$ cat config.mk
export PLATFORM = sky130hd
export DESIGN_NAME = sdr_refresh_seq
export DESIGN_NICKNAME = d
export VERILOG_FILES = /design/src/rtl/sdr_refresh_pkg.sv /design/src/rtl/sdr_wait_timer.sv /design/src/rtl/sdr_ref_pacer.sv /design/src/rtl/sdr_ref_fsm.sv /design/src/rtl/sdr_refresh_seq.sv
export SDC_FILE = /design/constraint.sdc
export NUM_CORES = 1
export LEC_CHECK = 0
export ABC_AREA = 1
export BUFFER_PORTS_ARGS = -buffer_cell sky130_fd_sc_hd__buf_2
export CORE_MARGIN = 2
export CORE_UTILIZATION = 55
export CTS_BUF_LIST = sky130_fd_sc_hd__clkbuf_8
export CTS_CLUSTER_DIAMETER = 100
export DETAILED_ROUTE_END_ITERATION = 8
export GPL_TIMING_DRIVEN = 0
export PLACE_DENSITY = 0.74
export SYNTH_ARGS = -nofsm -noshare
export SYNTH_HDL_FRONTEND = slang
export SYNTH_HIERARCHICAL = 1
export SYNTH_SLANG_ARGS = --single-unit
$ cat constraint.sdc
create_clock -name clk -period 5.2 [get_ports clk]
set_input_delay 0.26 -clock clk [delete_from_list [all_inputs] [get_ports clk]]
set_output_delay 0.26 -clock clk [all_outputs]
set_load 0.01 [all_outputs]
$ cat src/rtl/sdr_refresh_pkg.sv
// Shared encodings and sequencer states for the SDRAM refresh block.
// Assumes command pins are ordered {cs_n, ras_n, cas_n, we_n}.
package sdr_refresh_pkg;
    localparam logic [3:0] CMD_NOP  = 4'b0111;
    localparam logic [3:0] CMD_PALL = 4'b0010;
    localparam logic [3:0] CMD_REF  = 4'b0001;

    typedef enum logic [3:0] {
        ST_IDLE,
        ST_REQ,
        ST_PALL,
        ST_WAIT_RP,
        ST_REF,
        ST_WAIT_RC,
        ST_SR_ENTER,
        ST_SR_HOLD,
        ST_SR_PARK,
        ST_SR_EXIT
    } seq_state_e;
endpackage

$ cat src/rtl/sdr_wait_timer.sv
// Down-counting wait timer shared by all sequence phases.
// Assumes: a load has priority; 'last' is high when at most one cycle remains.
module sdr_wait_timer #(
    parameter int W = 4
) (
    input  logic         clk,
    input  logic         rst_n,
    input  logic         load,
    input  logic [W-1:0] load_val,
    output logic         last
);
    logic [W-1:0] cnt_q;

    // Load a new wait length or count down toward zero.
    always_ff @(posedge clk) begin
        if (!rst_n)
            cnt_q <= '0;
        else if (load)
            cnt_q <= load_val;
        else if (cnt_q != '0)
            cnt_q <= cnt_q - 1'b1;
    end

    assign last = (cnt_q <= W'(1));
endmodule

$ cat src/rtl/sdr_ref_pacer.sv
// Refresh pacing: an interval counter produces one obligation per interval,
// obligations collect in a saturating backlog, and each refresh retires one.
// Assumes: 'clr' is held while the device is in self-refresh or leaving it.
module sdr_ref_pacer #(
    parameter int INTERVAL   = 1562,
    parameter int PEND_W     = 4,
    parameter int URGENT_LVL = 8
) (
    input  logic clk,
    input  logic rst_n,
    input  logic clr,
    input  logic dec,
    output logic pending,
    output logic urgent
);
    localparam int IW = $clog2(INTERVAL + 1);
    localparam logic [IW-1:0]     LAST_TICK = IW'(INTERVAL - 1);
    localparam logic [PEND_W-1:0] PMAX      = '1;
    localparam logic [PEND_W-1:0] URG_V     = PEND_W'(URGENT_LVL);

    logic [IW-1:0]     ivl_q;
    logic [PEND_W-1:0] pend_q;
    logic              tick;

    assign tick = (ivl_q == LAST_TICK);

    // Interval counter; restarts from zero while cleared.
    always_ff @(posedge clk) begin
        if (!rst_n || clr)
            ivl_q <= '0;
        else if (tick)
            ivl_q <= '0;
        else
            ivl_q <= ivl_q + 1'b1;
    end

    // Backlog: add on tick (saturating), retire on refresh, both cancel.
    always_ff @(posedge clk) begin
        if (!rst_n || clr)
            pend_q <= '0;
        else if (tick && !dec && pend_q != PMAX)
            pend_q <= pend_q + 1'b1;
        else if (dec && !tick && pend_q != '0)
            pend_q <= pend_q - 1'b1;
    end

    assign pending = (pend_q != '0);
    assign urgent  = (pend_q >= URG_V);

    // the backlog holds at its ceiling instead of wrapping.
    p_backlog_sat_r6: assert property (@(posedge clk) disable iff (!rst_n)
        ($past(pend_q) == PMAX && !$past(clr) && !$past(dec)) |-> pend_q == PMAX);
    // urgent can only switch on after an interval has elapsed.
    p_urgent_tick_r6: assert property (@(posedge clk) disable iff (!rst_n)
        $rose(urgent) |-> $past(tick));
endmodule

$ cat src/rtl/sdr_ref_fsm.sv
// Sequencer FSM: bus handshake, precharge-all / refresh, and self-refresh
// entry, residence and exit. Command pins decode from the state register.
// Assumes: grant is held high by the controller for as long as busy is high.
module sdr_ref_fsm
    import sdr_refresh_pkg::*;
#(
    parameter int TRP     = 3,
    parameter int TRC     = 7,
    parameter int TRAS    = 6,
    parameter int XSR_CYC = 2
) (
    input  logic       clk,
    input  logic       rst_n,
    input  logic       pending,
    input  logic       sr_req,
    input  logic       clk_stable,
    input  logic       ref_grant,
    output logic       ref_req,
    output logic       busy,
    output logic       ref_done,
    output logic       sr_clr,
    output logic       cke,
    output logic [3:0] cmd,
    output logic       a10
);
    localparam int M1 = (TRP > TRC) ? TRP : TRC;
    localparam int M2 = (TRAS > XSR_CYC) ? TRAS : XSR_CYC;
    localparam int MX = (M1 > M2) ? M1 : M2;
    localparam int WW = $clog2(MX + 1);
    localparam logic [WW-1:0] LD_RP  = WW'(TRP - 1);
    localparam logic [WW-1:0] LD_RC  = WW'(TRC - 1);
    localparam logic [WW-1:0] LD_RAS = WW'(TRAS - 1);
    localparam logic [WW-1:0] LD_XSR = WW'(XSR_CYC);

    seq_state_e    state_q, state_d;
    logic          to_sr_q, to_sr_d;
    logic          ld;
    logic [WW-1:0] ld_val;
    logic          w_last;

    sdr_wait_timer #(.W(WW)) u_wait (
        .clk(clk), .rst_n(rst_n), .load(ld), .load_val(ld_val), .last(w_last)
    );

    // Next-state and timer-load selection.
    always_comb begin
        state_d = state_q;
        to_sr_d = to_sr_q;
        ld      = 1'b0;
        ld_val  = '0;
        unique case (state_q)
            ST_IDLE: begin
                if (sr_req) begin
                    state_d = ST_REQ;
                    to_sr_d = 1'b1;
                end else if (pending) begin
                    state_d = ST_REQ;
                    to_sr_d = 1'b0;
                end
            end
            ST_REQ:      if (ref_grant) state_d = ST_PALL;
            ST_PALL:     begin state_d = ST_WAIT_RP; ld = 1'b1; ld_val = LD_RP; end
            ST_WAIT_RP:  if (w_last) state_d = to_sr_q ? ST_SR_ENTER : ST_REF;
            ST_REF:      begin state_d = ST_WAIT_RC; ld = 1'b1; ld_val = LD_RC; end
            ST_WAIT_RC:  if (w_last) state_d = ST_IDLE;
            ST_SR_ENTER: begin state_d = ST_SR_HOLD; ld = 1'b1; ld_val = LD_RAS; end
            ST_SR_HOLD:  if (w_last) state_d = ST_SR_PARK;
            ST_SR_PARK: begin
                if (!sr_req && clk_stable) begin
                    state_d = ST_SR_EXIT;
                    ld      = 1'b1;
                    ld_val  = LD_XSR;
                end
            end
            ST_SR_EXIT:  if (w_last) state_d = ST_IDLE;
            default:     state_d = ST_IDLE;
        endcase
    end

    // State register.
    always_ff @(posedge clk) begin
        if (!rst_n) begin
            state_q <= ST_IDLE;
            to_sr_q <= 1'b0;
        end else begin
            state_q <= state_d;
            to_sr_q <= to_sr_d;
        end
    end

    // Pin decode from the registered state.
    always_comb begin
        cmd = CMD_NOP;
        a10 = 1'b0;
        cke = 1'b1;
        unique case (state_q)
            ST_PALL:     begin cmd = CMD_PALL; a10 = 1'b1; end
            ST_REF:      cmd = CMD_REF;
            ST_SR_ENTER: begin cmd = CMD_REF; cke = 1'b0; end
            ST_SR_HOLD,
            ST_SR_PARK:  cke = 1'b0;
            default:     ;
        endcase
    end

    assign ref_req  = (state_q == ST_REQ);
    assign busy     = (state_q != ST_IDLE) && (state_q != ST_REQ);
    assign ref_done = (state_q == ST_REF);
    assign sr_clr   = (state_q == ST_SR_ENTER) || (state_q == ST_SR_HOLD) ||
                      (state_q == ST_SR_PARK)  || (state_q == ST_SR_EXIT);

    // a precharge is only started from a granted request.
    p_start_on_grant_r5: assert property (@(posedge clk) disable iff (!rst_n)
        (state_q == ST_PALL) |-> ($past(ref_grant) && $past(ref_req)));
endmodule

$ cat src/rtl/sdr_refresh_seq.sv
// Top: SDRAM refresh and self-refresh sequencer. Ties pacing to the FSM and
// drives the command pins. Timing parameters are in clock cycles.
// Assumes: TRP, TRC, TRAS >= 2; grant held by the controller while busy.
module sdr_refresh_seq #(
    parameter int CLK_MHZ    = 100,
    parameter int TRP        = 3,
    parameter int TRC        = 7,
    parameter int TRAS       = 6,
    parameter int TXSR       = 8,
    parameter int PEND_W     = 4,
    parameter int URGENT_LVL = 8
) (
    input  logic clk,
    input  logic rst_n,
    input  logic sr_req,
    input  logic clk_stable,
    input  logic ref_grant,
    output logic ref_req,
    output logic busy,
    output logic urgent,
    output logic cke,
    output logic cs_n,
    output logic ras_n,
    output logic cas_n,
    output logic we_n,
    output logic a10
);
    import sdr_refresh_pkg::*;

    localparam int INTERVAL = (CLK_MHZ * 15625) / 1000;
    localparam int XSR_CYC  = (TXSR < 2) ? 2 : TXSR;

    logic       pending, ref_done, sr_clr;
    logic [3:0] cmd;

    sdr_ref_pacer #(
        .INTERVAL(INTERVAL), .PEND_W(PEND_W), .URGENT_LVL(URGENT_LVL)
    ) u_pacer (
        .clk(clk), .rst_n(rst_n), .clr(sr_clr), .dec(ref_done),
        .pending(pending), .urgent(urgent)
    );

    sdr_ref_fsm #(
        .TRP(TRP), .TRC(TRC), .TRAS(TRAS), .XSR_CYC(XSR_CYC)
    ) u_fsm (
        .clk(clk), .rst_n(rst_n), .pending(pending), .sr_req(sr_req),
        .clk_stable(clk_stable), .ref_grant(ref_grant), .ref_req(ref_req),
        .busy(busy), .ref_done(ref_done), .sr_clr(sr_clr), .cke(cke),
        .cmd(cmd), .a10(a10)
    );

    assign {cs_n, ras_n, cas_n, we_n} = cmd;

    // ---------------- timing checkers (pin level) ----------------
    localparam logic [15:0] SAT = '1;
    logic [15:0] since_pall_q, low_run_q, high_run_q;

    // Cycles since the last precharge command.
    always_ff @(posedge clk) begin
        if (!rst_n)                 since_pall_q <= SAT;
        else if (cmd == CMD_PALL)   since_pall_q <= 16'd1;
        else if (since_pall_q != SAT) since_pall_q <= since_pall_q + 1'b1;
    end

    // Length of the current clock-enable low stretch.
    always_ff @(posedge clk) begin
        if (!rst_n || cke)        low_run_q <= '0;
        else if (low_run_q != SAT) low_run_q <= low_run_q + 1'b1;
    end

    // Cycles since clock-enable last rose (saturated out of reset).
    always_ff @(posedge clk) begin
        if (!rst_n)                 high_run_q <= SAT;
        else if (!cke)              high_run_q <= '0;
        else if (high_run_q != SAT) high_run_q <= high_run_q + 1'b1;
    end

    // refresh never follows precharge by less than TRP.
    p_ref_after_rp_r3: assert property (@(posedge clk) disable iff (!rst_n)
        (cmd == CMD_REF) |-> (since_pall_q >= 16'(TRP)));
    // any non-NOP command needs the bus grant.
    p_bus_owned_r5: assert property (@(posedge clk) disable iff (!rst_n)
        (cmd != CMD_NOP) |-> ref_grant);
    // clock-enable falls only together with the refresh encoding.
    p_sr_entry_cmd_r7: assert property (@(posedge clk) disable iff (!rst_n)
        $fell(cke) |-> (cmd == CMD_REF));
    // minimum residence in self-refresh.
    p_sr_min_stay_r8: assert property (@(posedge clk) disable iff (!rst_n)
        $rose(cke) |-> (low_run_q >= 16'(TRAS + 1)));
    // exit only on a stable clock with the request withdrawn.
    p_exit_gate_r9: assert property (@(posedge clk) disable iff (!rst_n)
        $rose(cke) |-> ($past(clk_stable) && !$past(sr_req)));
    // only NOPs during the exit window, with busy held.
    p_xsr_nop_r10: assert property (@(posedge clk) disable iff (!rst_n)
        (cke && high_run_q < 16'(XSR_CYC)) |-> (cmd == CMD_NOP && busy));
endmodule

==> Yosys cells after proc, flatten, opt, wreduce, memory -nomap -nowiden <==
Index checks and enable logic that the tools add are counted.
Widths: inputs -> output; s select.
{ "op_classes": {"n_mux": 22, "order_cmp": 2, "n_eq_ne": 18, "reduce_logical": 28, "add_sub_neg": 4} }
{ "op_table": {"columns": ["op", "n"], "rows": [
  ["$mux 4", 12],
  ["$pmux 4 s9", 1],
  ["$eq 4x3->1 const B", 4],
  ["$pmux 4 s4", 1],
  ["$reduce_bool 4->1", 3],
  ["$add 11x1->11 const B", 1],
  ["$eq 11x11->1 const B", 1],
  ["$eq 4x2->1 const B", 2],
  ["$eq 4x4->1 const B", 2],
  ["$sub 4x1->4 const B", 2],
  ["$logic_and 1x1->1", 6],
  ["$ne 2x2->1 const B", 3],
  ["$pmux 3 s2", 1],
  ["$reduce_and 6->1", 1],
  ["$reduce_bool 2->1", 3],
  ["$reduce_or 2->1", 3],
  ["$reduce_or 3->1", 2],
  ["$mux 1", 5],
  ["$add 4x1->4 const B", 1],
  ["$eq 4x1->1 const B", 1],
  ["$ge 4x4->1 const B", 1],
  ["$le 4x1->1 const B", 1],
  ["$logic_not 1->1", 4],
  ["$logic_not 4->1", 1],
  ["8 further kinds", 12]
]} }
{ "totals": {"in_bits": 5, "output_inout_bits": 9, "reg_bits": 24, "wordCells": 79} }

==> Logic depth before layout (Yosys ltp) <==
Gate-level depths: netlist of the first run.
{ "depth": {"word_depth": 6, "depth_mapped": 15} }

==> Hierarchy <==
The synthesis of the first run kept the hierarchy.
{ "modules_own_cells": {"columns": ["mod", "seq_area_each_um2", "cells_per_inst", "n_inst", "area_each_um2"], "rows": [
  ["sdr_ref_pacer", 300.3, 114, 1, 884.6],
  ["sdr_ref_fsm", 100.1, 84, 1, 475.5],
  ["sdr_wait_timer", 80.1, 41, 1, 281.5]
]} }

==> Worst setup path before layout of the first run <==
No wires, ideal clock.
{ "synth_timing": {"path_type": "reg2reg", "start": "register u_fsm.state_q[0]", "end": "register u_pacer.pend_q[3]", "slack_ns": 3.337, "period_less_slack_ns": 1.863, "path_stages_with_launch": 15, "required_ns": 5.090, "arrival_time_ns": 1.754, "cell_sequence": "dfxtp_1 nor2_2 inv_1 nor2_1 nor2_4 nand3_4 ha_1 nand2_1 nand2_1 nor2_1 nand3_1 nand3_2 nand2_1 inv_1 nor2_1"} }
{ "synth_between": {"elab_chain_cells": 5, "word_cells_on_any_way": 16, "cone_classes": "eq/ne (5); mux (1); reduce/logical (10)"} }
{ "synth_lines": {"columns": ["item", "line_no", "source"], "rows": [
  ["start, declared", "sdr_ref_fsm.sv:35", "seq_state_e state_q, state_d;"],
  ["start signal, assigned", "sdr_ref_fsm.sv:86", "state_q <= state_d;"],
  ["$eq 4x3->1 *", "sdr_ref_fsm.sv:108", "assign ref_done = (state_q == ST_REF);"],
  ["net ref_done", "sdr_refresh_seq.sv:33", "logic pending, ref_done, sr_clr;"],
  ["$logic_not 1->1", "sdr_ref_pacer.sv:41", "else if (tick && !dec && pend_q != PMAX)"],
  ["$logic_and 1x1->1 (2 in a row)", "sdr_ref_pacer.sv:41", null],
  ["$mux 4 or $reduce_bool 2->1 (tied branches)", null, null],
  ["end signal, assigned", "sdr_ref_pacer.sv:42", "pend_q <= pend_q + 1'b1;"],
  ["end signal, assigned", "sdr_ref_pacer.sv:44", "pend_q <= pend_q - 1'b1;"],
  ["end, declared", "sdr_ref_pacer.sv:22", "logic [PEND_W-1:0] pend_q;"]
]} }
The timed path passes the listed nets; every way through them passes the cells marked *.
A chain may end at the register's enable or synchronous reset.

==> Worst setup path after layout of the first run <==
Ends and elaborated chain as after synthesis.

==> reports/qor.csv, run 1 <==
metric,value,unit
outcome,"finished, final reports clean",
totalWireLength,2870,um
type_of_origin_of_the_critical_path,flop,
post-route-drc-count,0,
synth_warnings,6,
fin_total_pwr,0.791,mW
hold_depth,3,
port_buffers,12,
worst_setup_ep,u_pacer/pend_q[3],
synth_seq_cells,24,
first_iter_violations,66,
wl_per_cell,10.0,um
mostFrequentLayoutCells,"sky130_fd_sc_hd__nor2_1, sky130_fd_sc_hd__nand2_1, sky130_fd_sc_hd__inv_1",
vias_per_cell,4.91,
grt_max_degree,15,
crit_path_end_kind,flop,
fin_worst_skew,0.00733,ns
crit_start,u_fsm/state_q[0],
synthDominantAreaCellType,sky130_fd_sc_hd__dfxtp_1,
cts_hold_repair.buffers,0,
place.detailed.hpwl,2210,um
reg2reg_depth,14,
synth.area.top_cells,"sky130_fd_sc_hd__dfxtp_1, sky130_fd_sc_hd__nor2_1, sky130_fd_sc_hd__nand2_1",
postSynthNetCount,251,
timing.setup.tns,0,ns
final_layout_size_suffix_gt1_frac,0.255,
critical_path_start_end_classification,flop to flop,
min_path_type,input port to flop,
area_delta_synth_final,10.4,%
grt_overflow,0,
sequential_area_share_after_synthesis,0.293,
reg2reg_to,u_pacer/pend_q[3],
cts_tree,done,
fin_nets,268,
finalWorstPathRequiredPeriod,2.12,ns
ctsResizeCount,0,
finalCritPeriodShare,0.407,
antenna_found_initial,0,
hold_viol_final,0,
gp_congestion,0.846,
post_synth_inst_count,239,
floorplan.initialDensity,0.585,
final_common_cell,sky130_fd_sc_hd__nor2_1,
crit-reg2reg-launch,u_fsm/state_q[0],
yosysUniqueCellTypes,32,
power.ir.vdd_worst,0.352,mV
setup_viol,0,
ant_nets,0,
syn_area,1640,um2
die_h,58.6,um
power_per_cell_area,436,nW/um2
floorplan.core_area,2810,um2
clock_sinks,24,
max_slew_margin,0.505,
insertedDiodeCount,0,
htreeDepth,1,
route.vias.total,1404,
final.fill_count,285,
cts_made_buffers,3,
post-synth-top-area-fraction,0.293,
clk_root_buffer_cell,sky130_fd_sc_hd__clkbuf_8,
fp.dieArea,3440,um2
cts_setup_buffers,0,
timing.critical_path.fanout_max,6,
number_of_global_route_vias_before_repair,1279,
global_route_usage_sum,0.193,
ios,14,
worstSkewPairLatency,0.27,ns
drtPass1Iterations,4,
core.rowCount,19,
rsz0062_at_grt,no,
clk_pin_slew_worst_paths,0.09,ns
max_slew.worst_pin.slew,0.735,ns
achievable-frequency,472,MHz
worst_ep_required_time,5.38,ns
die_width,58.6,um
p_leak,0.837,nW
setup.reg_to_reg.worst_slack,3.08,ns
syn_avg_cell_area,6.87,um2
maxSlewViolCount,0,
worstPathArrival,2.30,ns
clock_path_buffers,2,
grt_pass1_wl,5260,um
number_of_max_capacitance_violations_reported,0,
## synthesized netlist by cell type (all sizes together)
cell type and instances:
a21boi 1, a21oi 6, and2 1, and3 1, buf 2, clkbuf 1, clkinv 1, conb 1
dfxtp 24, fa 1, ha 6, inv 35, nand2 55, nand3 16, nand4 1, nor2 61
nor3 7, o211ai 1, o21a 3, o21ai 10, or2 1, xnor2 1, xor2 3
## worst max-delay path: stages, from the launching register on
cell and delay, ns:
sky130_fd_sc_hd__dfxtp_1 0.36, sky130_fd_sc_hd__nor2_2 0.26, sky130_fd_sc_hd__inv_1 0.10, sky130_fd_sc_hd__nor2_1 0.22
sky130_fd_sc_hd__nor2_4 0.08, sky130_fd_sc_hd__nand3_4 0.12, sky130_fd_sc_hd__ha_1 0.27, sky130_fd_sc_hd__nand2_1 0.08
sky130_fd_sc_hd__nand2_1 0.04, sky130_fd_sc_hd__nor2_1 0.14, sky130_fd_sc_hd__nand3_1 0.14, sky130_fd_sc_hd__nand3_2 0.09
sky130_fd_sc_hd__nand2_1 0.05, sky130_fd_sc_hd__inv_1 0.04, sky130_fd_sc_hd__nor2_1 0.03
## flip-flops by register name (all words and copies together) (netlist names)
name                cells
u_pacer/ivl_q          11
u_fsm/state_q           4
u_pacer/pend_q          4
u_fsm/to_sr_q           1
u_fsm/u_wait/cnt_q      4
## power by group
part	internal (mW)	switching, mW
combinational	0.138	0.234
sequential	0.218	0.0371
clock	0.103	0.0614
total	0.459	0.332
## worst min-delay path by stage
stage / from / end / slack [ns]
floorplan: rst_n / u_fsm/state_q[0] / 0.38
global placement: u_pacer/ivl_q[0] / u_pacer/ivl_q[0] / 0.45
detailed placement: u_pacer/ivl_q[0] / u_pacer/ivl_q[0] / 0.47
CTS: sr_req / u_fsm/to_sr_q / 0.27
global route: sr_req / u_fsm/to_sr_q / 0.29
finish: sr_req / u_fsm/to_sr_q / 0.28
## stage by stage
step | util | cell area, um2 | cells | setup WS, ns | hold WS [ns]
after floorplan | - | 1640 | 239 | 3.34 | 0.380
after global placement | 0.620 | 1740 | 282 | 3.09 | 0.452
after detailed placement | 0.620 | 1740 | 282 | 3.10 | 0.465
after CTS | 0.646 | 1810 | 286 | 3.09 | 0.274
after global routing | 0.646 | 1810 | 286 | 2.88 | 0.293
final | 0.646 | 1810 | 286 | 3.08 | 0.281
## final cells by class
class	instances	area, um2	area share
multi-input cells	176	1010	0.556
flip-flops and latches	24	480	0.265
inverters	36	135	0.0746
repair buffers	12	60.1	0.0331
clock buffers	3	41.3	0.0228
well taps	31	38.8	0.0214
clock inverters	1	30.0	0.0166
plain buffers	3	18.8	0.0104
## logic make-up after synthesis
group,Yosys count,share of synthesized area
buf+inv,39,0.0937
other cells,1,0.00228
xor+xnor,4,0.0213
compound gates,21,0.0717
flops,24,0.293
simple gates,143,0.460
fa+ha+maj,7,0.0579
## layer usage
layer	track usage	vias up	routed length (um)
met4	0.0682	0	18
li1	-	766	-
met1	0.284	619	1500
met5	0	-	0
met2	0.291	17	1270
met3	0.0264	2	79
Note: power is estimated with default switching activity, not from simulation.
==> run 2: changes to the inputs <==
--- a/config.mk
+++ b/config.mk
@@ -13,7 +13,7 @@
 export CTS_CLUSTER_DIAMETER = 100
 export DETAILED_ROUTE_END_ITERATION = 8
 export GPL_TIMING_DRIVEN = 0
-export PLACE_DENSITY = 0.74
+export PLACE_DENSITY = 0.77
 export SYNTH_ARGS = -nofsm -noshare
 export SYNTH_HDL_FRONTEND = slang
 export SYNTH_HIERARCHICAL = 1
==> constraint.sdc (replaced) <==
create_clock -name clk -period 1.9 [get_ports clk]
set_input_delay 0.095 -clock clk [delete_from_list [all_inputs] [get_ports clk]]
set_output_delay 0.095 -clock clk [all_outputs]
set_load 0.01 [all_outputs]
==> reports/qor.csv, run 2 (synthesis gave the netlist of run 1 again) <==
metric,value,unit,change
ant_nets,0,,unchanged
finalCritPeriodShare,0.957,,+0.550
dpl.cell_count,282,,unchanged
area_delta_synth_final,12.5,%,
outcome,"finished, final reports clean",,
fp.dieArea,3440,um2,unchanged
totalWireLength,2860,um,-0.42%
worst_slack,0.0824,ns,-3.00 ns
insertedDiodeCount,0,,unchanged
worstSkewPairLatency,0.26,ns,about the same
swShare,0.445,,+0.0248
first_iter_violations,43,,-35%
core.rowCount,19,,unchanged
p_switching,0.925,mW,+180%
maxSlewViolCount,0,,unchanged
worstPathArrival,1.98,ns,-0.32 ns
achievable-frequency,550,MHz,+16%
number_of_max_capacitance_violations_reported,0,,unchanged
ios,14,,unchanged
grt_max_degree,13,,-2
die_width,58.6,um,unchanged
die_h,58.6,um,unchanged
setup_viol,0,,unchanged
clk_pin_slew_worst_paths,0.08,ns,about the same
finalWorstPathRequiredPeriod,1.82,ns,-0.299 ns
timing.critical_path.fanout_max,5,,-1
power_per_cell_area,1130,nW/um2,+160%
critical_path_start_end_classification,flop to flop,,
vias_per_cell,4.84,,-1.4%
preCtsSetupSlack,-0.205,ns,-3.30 ns
hold_viol_final,0,,unchanged
power_report.internal_total,1.15,mW,+150%
floorplan.initialDensity,0.585,,unchanged
port_buffers,12,,unchanged
final.hold.worst_slack,0.121,ns,-0.159 ns
clock_path_buffers,2,,unchanged
place.detailed.hpwl,2190,um,-0.81%
global_route_usage_sum,0.191,,-0.00238
htreeDepth,1,,unchanged
final_layout_size_suffix_gt1_frac,0.301,,+0.0459
grt_overflow,0,,unchanged
worst_ep_required_time,2.07,ns,-3.31 ns
rsz0062_at_grt,yes,,
fin_nets,270,,+0.75%
fraction_of_power_consumed_by_sequential_logic,0.343,,+0.021
grt_pass1_wl,5140,um,-2.4%
min_path_type,input port to flop,,
drtPass1Iterations,4,,unchanged
gp_congestion,0.886,,+4.7%
number_of_global_route_vias_before_repair,1227,,-4.1%
comb_power_share,0.513,,+0.043
regMostFlops,u_pacer/ivl_q,,
crit_path_end_kind,flop,,
post-route-drc-count,0,,unchanged
clk_root_buffer_cell,sky130_fd_sc_hd__clkbuf_8,,
floorplan.core_area,2810,um2,unchanged
antenna_found_initial,0,,unchanged
power.ir.vdd_worst,0.897,mV,+150%
cts_tree,done,,
clock_sinks,24,,unchanged
largest_reg_flops,11,,unchanged
p_leak,0.838,nW,+0.15%
wl_per_cell,9.96,um,-0.77%
setup.reg_to_reg.worst_slack,0.08,ns,-3.00 ns
final_common_cell,sky130_fd_sc_hd__nor2_1,,
pwr-share-clk,0.144,,-0.064
type_of_origin_of_the_critical_path,flop,,
final_cells,287,,+0.35%
cts_hold_repair.buffers,0,,unchanged
fin_worst_skew,0.00237,ns,-0.00496 ns
mostFrequentLayoutCells,"sky130_fd_sc_hd__nor2_1, sky130_fd_sc_hd__nand2_1, sky130_fd_sc_hd__inv_1",,
route.vias.total,1389,,-1.1%
cts_made_buffers,3,,unchanged
run 2: changes by cell type in the layout (fill, tap and decap cells not counted), sizes merged:
cell / before / now
buf: 14 / 16
bufinv: 1 / 0
run 2: final cells by class:
class | count | area (um2)
sequential | 24 | 490
tap | 31 | 38.8
inverter | 36 | 135
multi-input combinational | 176 | 1050
buffer | 3 | 18.8
clock buffer | 3 | 41.3
fill | 257 | 958
timing repair buffer | 14 | 75.1
run 2: worst max-delay path, stage by stage (launching register included):
cell                      delay, ns
sky130_fd_sc_hd__dfxtp_2       0.39
sky130_fd_sc_hd__nor2_4        0.07
sky130_fd_sc_hd__inv_1         0.11
sky130_fd_sc_hd__nor2_4        0.05
sky130_fd_sc_hd__nor2_4        0.12
sky130_fd_sc_hd__nand3_4       0.10
sky130_fd_sc_hd__buf_4         0.17
sky130_fd_sc_hd__fa_1          0.38
sky130_fd_sc_hd__xor2_1        0.15
sky130_fd_sc_hd__o21ai_1       0.13
sky130_fd_sc_hd__nor2_1        0.05
run 2: per-layer routing:
layer  track usage  part of all wire
met5             0                 0
met3        0.0352             0.025
met4        0.0779             0.013
met2         0.289              0.44
met1         0.268              0.52
run 2: path summary, 6_finish.rpt:
| path | depth (start not counted) | start | to |
|---|---|---|---|
| setup / recovery | 10 | u_fsm/state_q[1] | u_pacer/pend_q[2] |
| setup reg to reg | 10 | u_fsm/state_q[1] | u_pacer/pend_q[2] |
| hold / removal | 3 | sr_req | u_fsm/to_sr_q |
| hold reg to reg | 1 | u_pacer/ivl_q[0] | u_pacer/ivl_q[0] |
run 2: through the flow:
step                       util  TNS (ns)  instance area, um2  total power, mW
after floorplan               -         0                1640             1.52
after global placement    0.620    -0.290                1740             1.71
after detailed placement  0.620    -0.219                1740             1.72
after CTS                 0.648         0                1820             2.07
after global routing      0.658   -0.0454                1850             2.27
final                     0.658         0                1850             2.08
run 2: power by group through the flow:
stage	logic, mW	registers [mW]	clock network, mW
finish	1.07	0.714	0.299
floorplan	0.829	0.688	0
detailed placement	1.01	0.707	0
global placement	1.00	0.708	0
CTS	1.04	0.709	0.314
global route	1.22	0.730	0.326
run 2: timing repair:
item                       in CTS  in global routing
setup buffers                   1                  1
resized for setup               8                  8
pin swaps                       1                  0
setup endpoints to repair       4                 15
==> run 3: changes to the inputs <==
--- a/config.mk
+++ b/config.mk
@@ -13,7 +13,8 @@
 export CTS_CLUSTER_DIAMETER = 100
 export DETAILED_ROUTE_END_ITERATION = 8
 export GPL_TIMING_DRIVEN = 0
-export PLACE_DENSITY = 0.77
+export PLACE_DENSITY = 0.78
+export SLEW_MARGIN = 20
 export SYNTH_ARGS = -nofsm -noshare
 export SYNTH_HDL_FRONTEND = slang
 export SYNTH_HIERARCHICAL = 1
==> reports/qor.csv, run 3 (synthesis gave the netlist of run 1 again) <==
metric,value,unit,change
outcome,finished with violations,,
failing_checks,negative setup slack,,
achievable-frequency,526,MHz,-4.4%
critical_path.most_common_cell,sky130_fd_sc_hd__nor2_1,,
type_of_origin_of_the_critical_path,flop,,
grt_max_degree,14,,+1
timing.critical_path.fanout_max,4,,-1
power.ir.vdd_worst,0.942,mV,+5.0%
clk_pin_slew_worst_paths,0.09,ns,about the same
swShare,0.442,,-0.00328
p_switching,0.955,mW,+3.3%
global_route_usage_sum,0.199,,+0.00816
crit_slowest_cell,sky130_fd_sc_hd__dfxtp_2,,
instance_area_at_placement,1740,um2,unchanged
port_buffers,12,,unchanged
mostFrequentLayoutCells,"sky130_fd_sc_hd__nor2_1, sky130_fd_sc_hd__nand2_1, sky130_fd_sc_hd__inv_1",,
cts_hold_repair.buffers,0,,unchanged
multiInputGateArea,1070,um2,+2.0%
timing.setup.tns,-0.00169,ns,-0.00169 ns
worst_slack,-0.00169,ns,-0.0841 ns
worstPathArrival,2.11,ns,+0.13 ns
critical_path_start_end_classification,flop to flop,,
post-route-drc-count,0,,unchanged
clk_root_buffer_cell,sky130_fd_sc_hd__clkbuf_8,,
crit_path_end_kind,flop,,
hold_depth,3,,unchanged
finalWorstPathRequiredPeriod,1.90,ns,+0.0841 ns
largest_reg_flops,11,,unchanged
fraction_of_power_consumed_by_sequential_logic,0.334,,-0.009
seq_area,494,um2,+0.77%
crit_start,u_pacer/ivl_q[1],,
clock_path_buffers,2,,unchanged
first_iter_violations,36,,-16%
worstSkewPairLatency,0.27,ns,about the same
totalWireLength,3260,um,+14%
setup_viol,1,,+1
preCtsSetupSlack,-0.204,ns,+0.000892 ns
grt_pass1_wl,5370,um,+4.4%
ios,14,,unchanged
rsz0062_at_grt,yes,,
place.detailed.hpwl,2300,um,+5.1%
ant_nets,0,,unchanged
number_of_max_capacitance_violations_reported,0,,unchanged
power_report.internal_total,1.21,mW,+4.6%
cp_slowest_stage_delay,0.34,ns,-0.05 ns
area_delta_synth_final,15.8,%,
cts_tree,done,,
reg2reg_depth,13,,+3
maxSlewViolCount,0,,unchanged
fp.dieArea,3440,um2,unchanged
crit_family,simple AND/OR/NAND/NOR gates,,
number_of_global_route_vias_before_repair,1295,,+5.5%
core.rowCount,19,,unchanged
comb_power_share,0.503,,-0.010
vias_per_cell,5.07,,+4.8%
timing.critical_path.cells,inv_1 -> ha_2 -> nand3_2 -> inv_2 -> nand3_4 -> ha_4 -> nand2_1 -> nor2_1 -> nor2_1 -> nand3_1 -> nand4_1 -> nand2_1 -> nor2_1,,
regMostFlops,u_pacer/ivl_q,,
crit_buf_inv,2,,unchanged
p_leak,0.856,nW,+2.2%
antenna_found_initial,0,,unchanged
final_common_cell,sky130_fd_sc_hd__nor2_1,,
grt_overflow,0,,unchanged
wl_per_cell,11.2,um,+13%
crit-reg2reg-launch,u_pacer/ivl_q[1],,
die_h,58.6,um,unchanged
min_path_type,input port to flop,,
clock_sinks,24,,unchanged
final.hold.worst_slack,0.123,ns,+0.00160 ns
final_layout_size_suffix_gt1_frac,0.328,,+0.0274
final.fill_count,251,,-2.3%
fin_worst_skew,0.00649,ns,+0.00412 ns
htreeDepth,1,,unchanged
cp_num_cells,13,,+3
worst_ep_required_time,2.11,ns,+0.04 ns
floorplan.core_area,2810,um2,unchanged
fin_total_pwr,2.16,mW,+4.0%
route.vias.total,1471,,+5.9%
floorplan.initialDensity,0.585,,unchanged
power_per_cell_area,1140,nW/um2,+1.1%
drtPass1Iterations,4,,unchanged
pwr-share-clk,0.163,,+0.019
finalCritPeriodShare,1.00,,+0.0443
holdCritStartpoint,sr_req,,
fin_nets,272,,+0.74%
hold_viol_final,0,,unchanged
post-route-cell-area,1900,um2,+2.9%
cts_made_buffers,3,,unchanged
insertedDiodeCount,0,,unchanged
gp_congestion,0.867,,-2.2%
die_width,58.6,um,unchanged
-- run 3: cell count changes in the layout (fill, tap and decap cells not counted), sizes merged --
cell,delta
buf,+2
clkbuf,+1
-- run 3: final cells by class --
class / count / area share
plain buffers: 3 / 0.00987
multi-input cells: 176 / 0.562
repair buffers: 16 / 0.0474
inverters: 36 / 0.0711
clock buffers: 4 / 0.0290
well taps: 31 / 0.0204
flip-flops and latches: 24 / 0.260
-- run 3: repair_timing --
item | CTS | global route
pin swaps | 1 | 3
endpoints found under the setup margin | 8 | 15
setup buffers | 1 | 3
gates resized for setup | 9 | 13
-- run 3: path summary, 6_finish.rpt --
check	slack [ns]	endpoint
setup / recovery	-0.002	u_pacer/pend_q[3]
hold / removal	0.12	u_fsm/to_sr_q
setup reg to reg	-0.002	u_pacer/pend_q[3]
hold reg to reg	0.45	u_pacer/ivl_q[0]
-- run 3: layer usage --
metal | GRT usage | wire, um | part of all wire
met1 | 0.267 | 1540 | 0.47
met2 | 0.321 | 1580 | 0.49
met3 | 0.0264 | 63 | 0.019
met4 | 0.0877 | 65 | 0.020
met5 | 0 | 0 | 0
-- run 3: stage by stage --
stage | util | cells
2_1_floorplan | - | 239
3_3_place_gp | 0.620 | 282
3_5_place_dp | 0.620 | 282
4_1_cts | 0.653 | 287
5_1_grt | 0.678 | 290
6_report | 0.678 | 290
-- run 3: power by group through the flow --
stage / sequential, mW / clock [mW] / combinational (mW)
floorplan: 0.688 / 0 / 0.829
global placement: 0.708 / 0 / 1.00
detailed placement: 0.710 / 0 / 1.02
CTS: 0.713 / 0.364 / 1.06
global route: 0.736 / 0.379 / 1.24
finish: 0.723 / 0.352 / 1.09
-- run 3: tightest hold or removal path, cell delays in order --
cell                       delay (ns)
sky130_fd_sc_hd__buf_2           0.11
sky130_fd_sc_hd__nand3_1         0.07
sky130_fd_sc_hd__a21boi_0        0.07
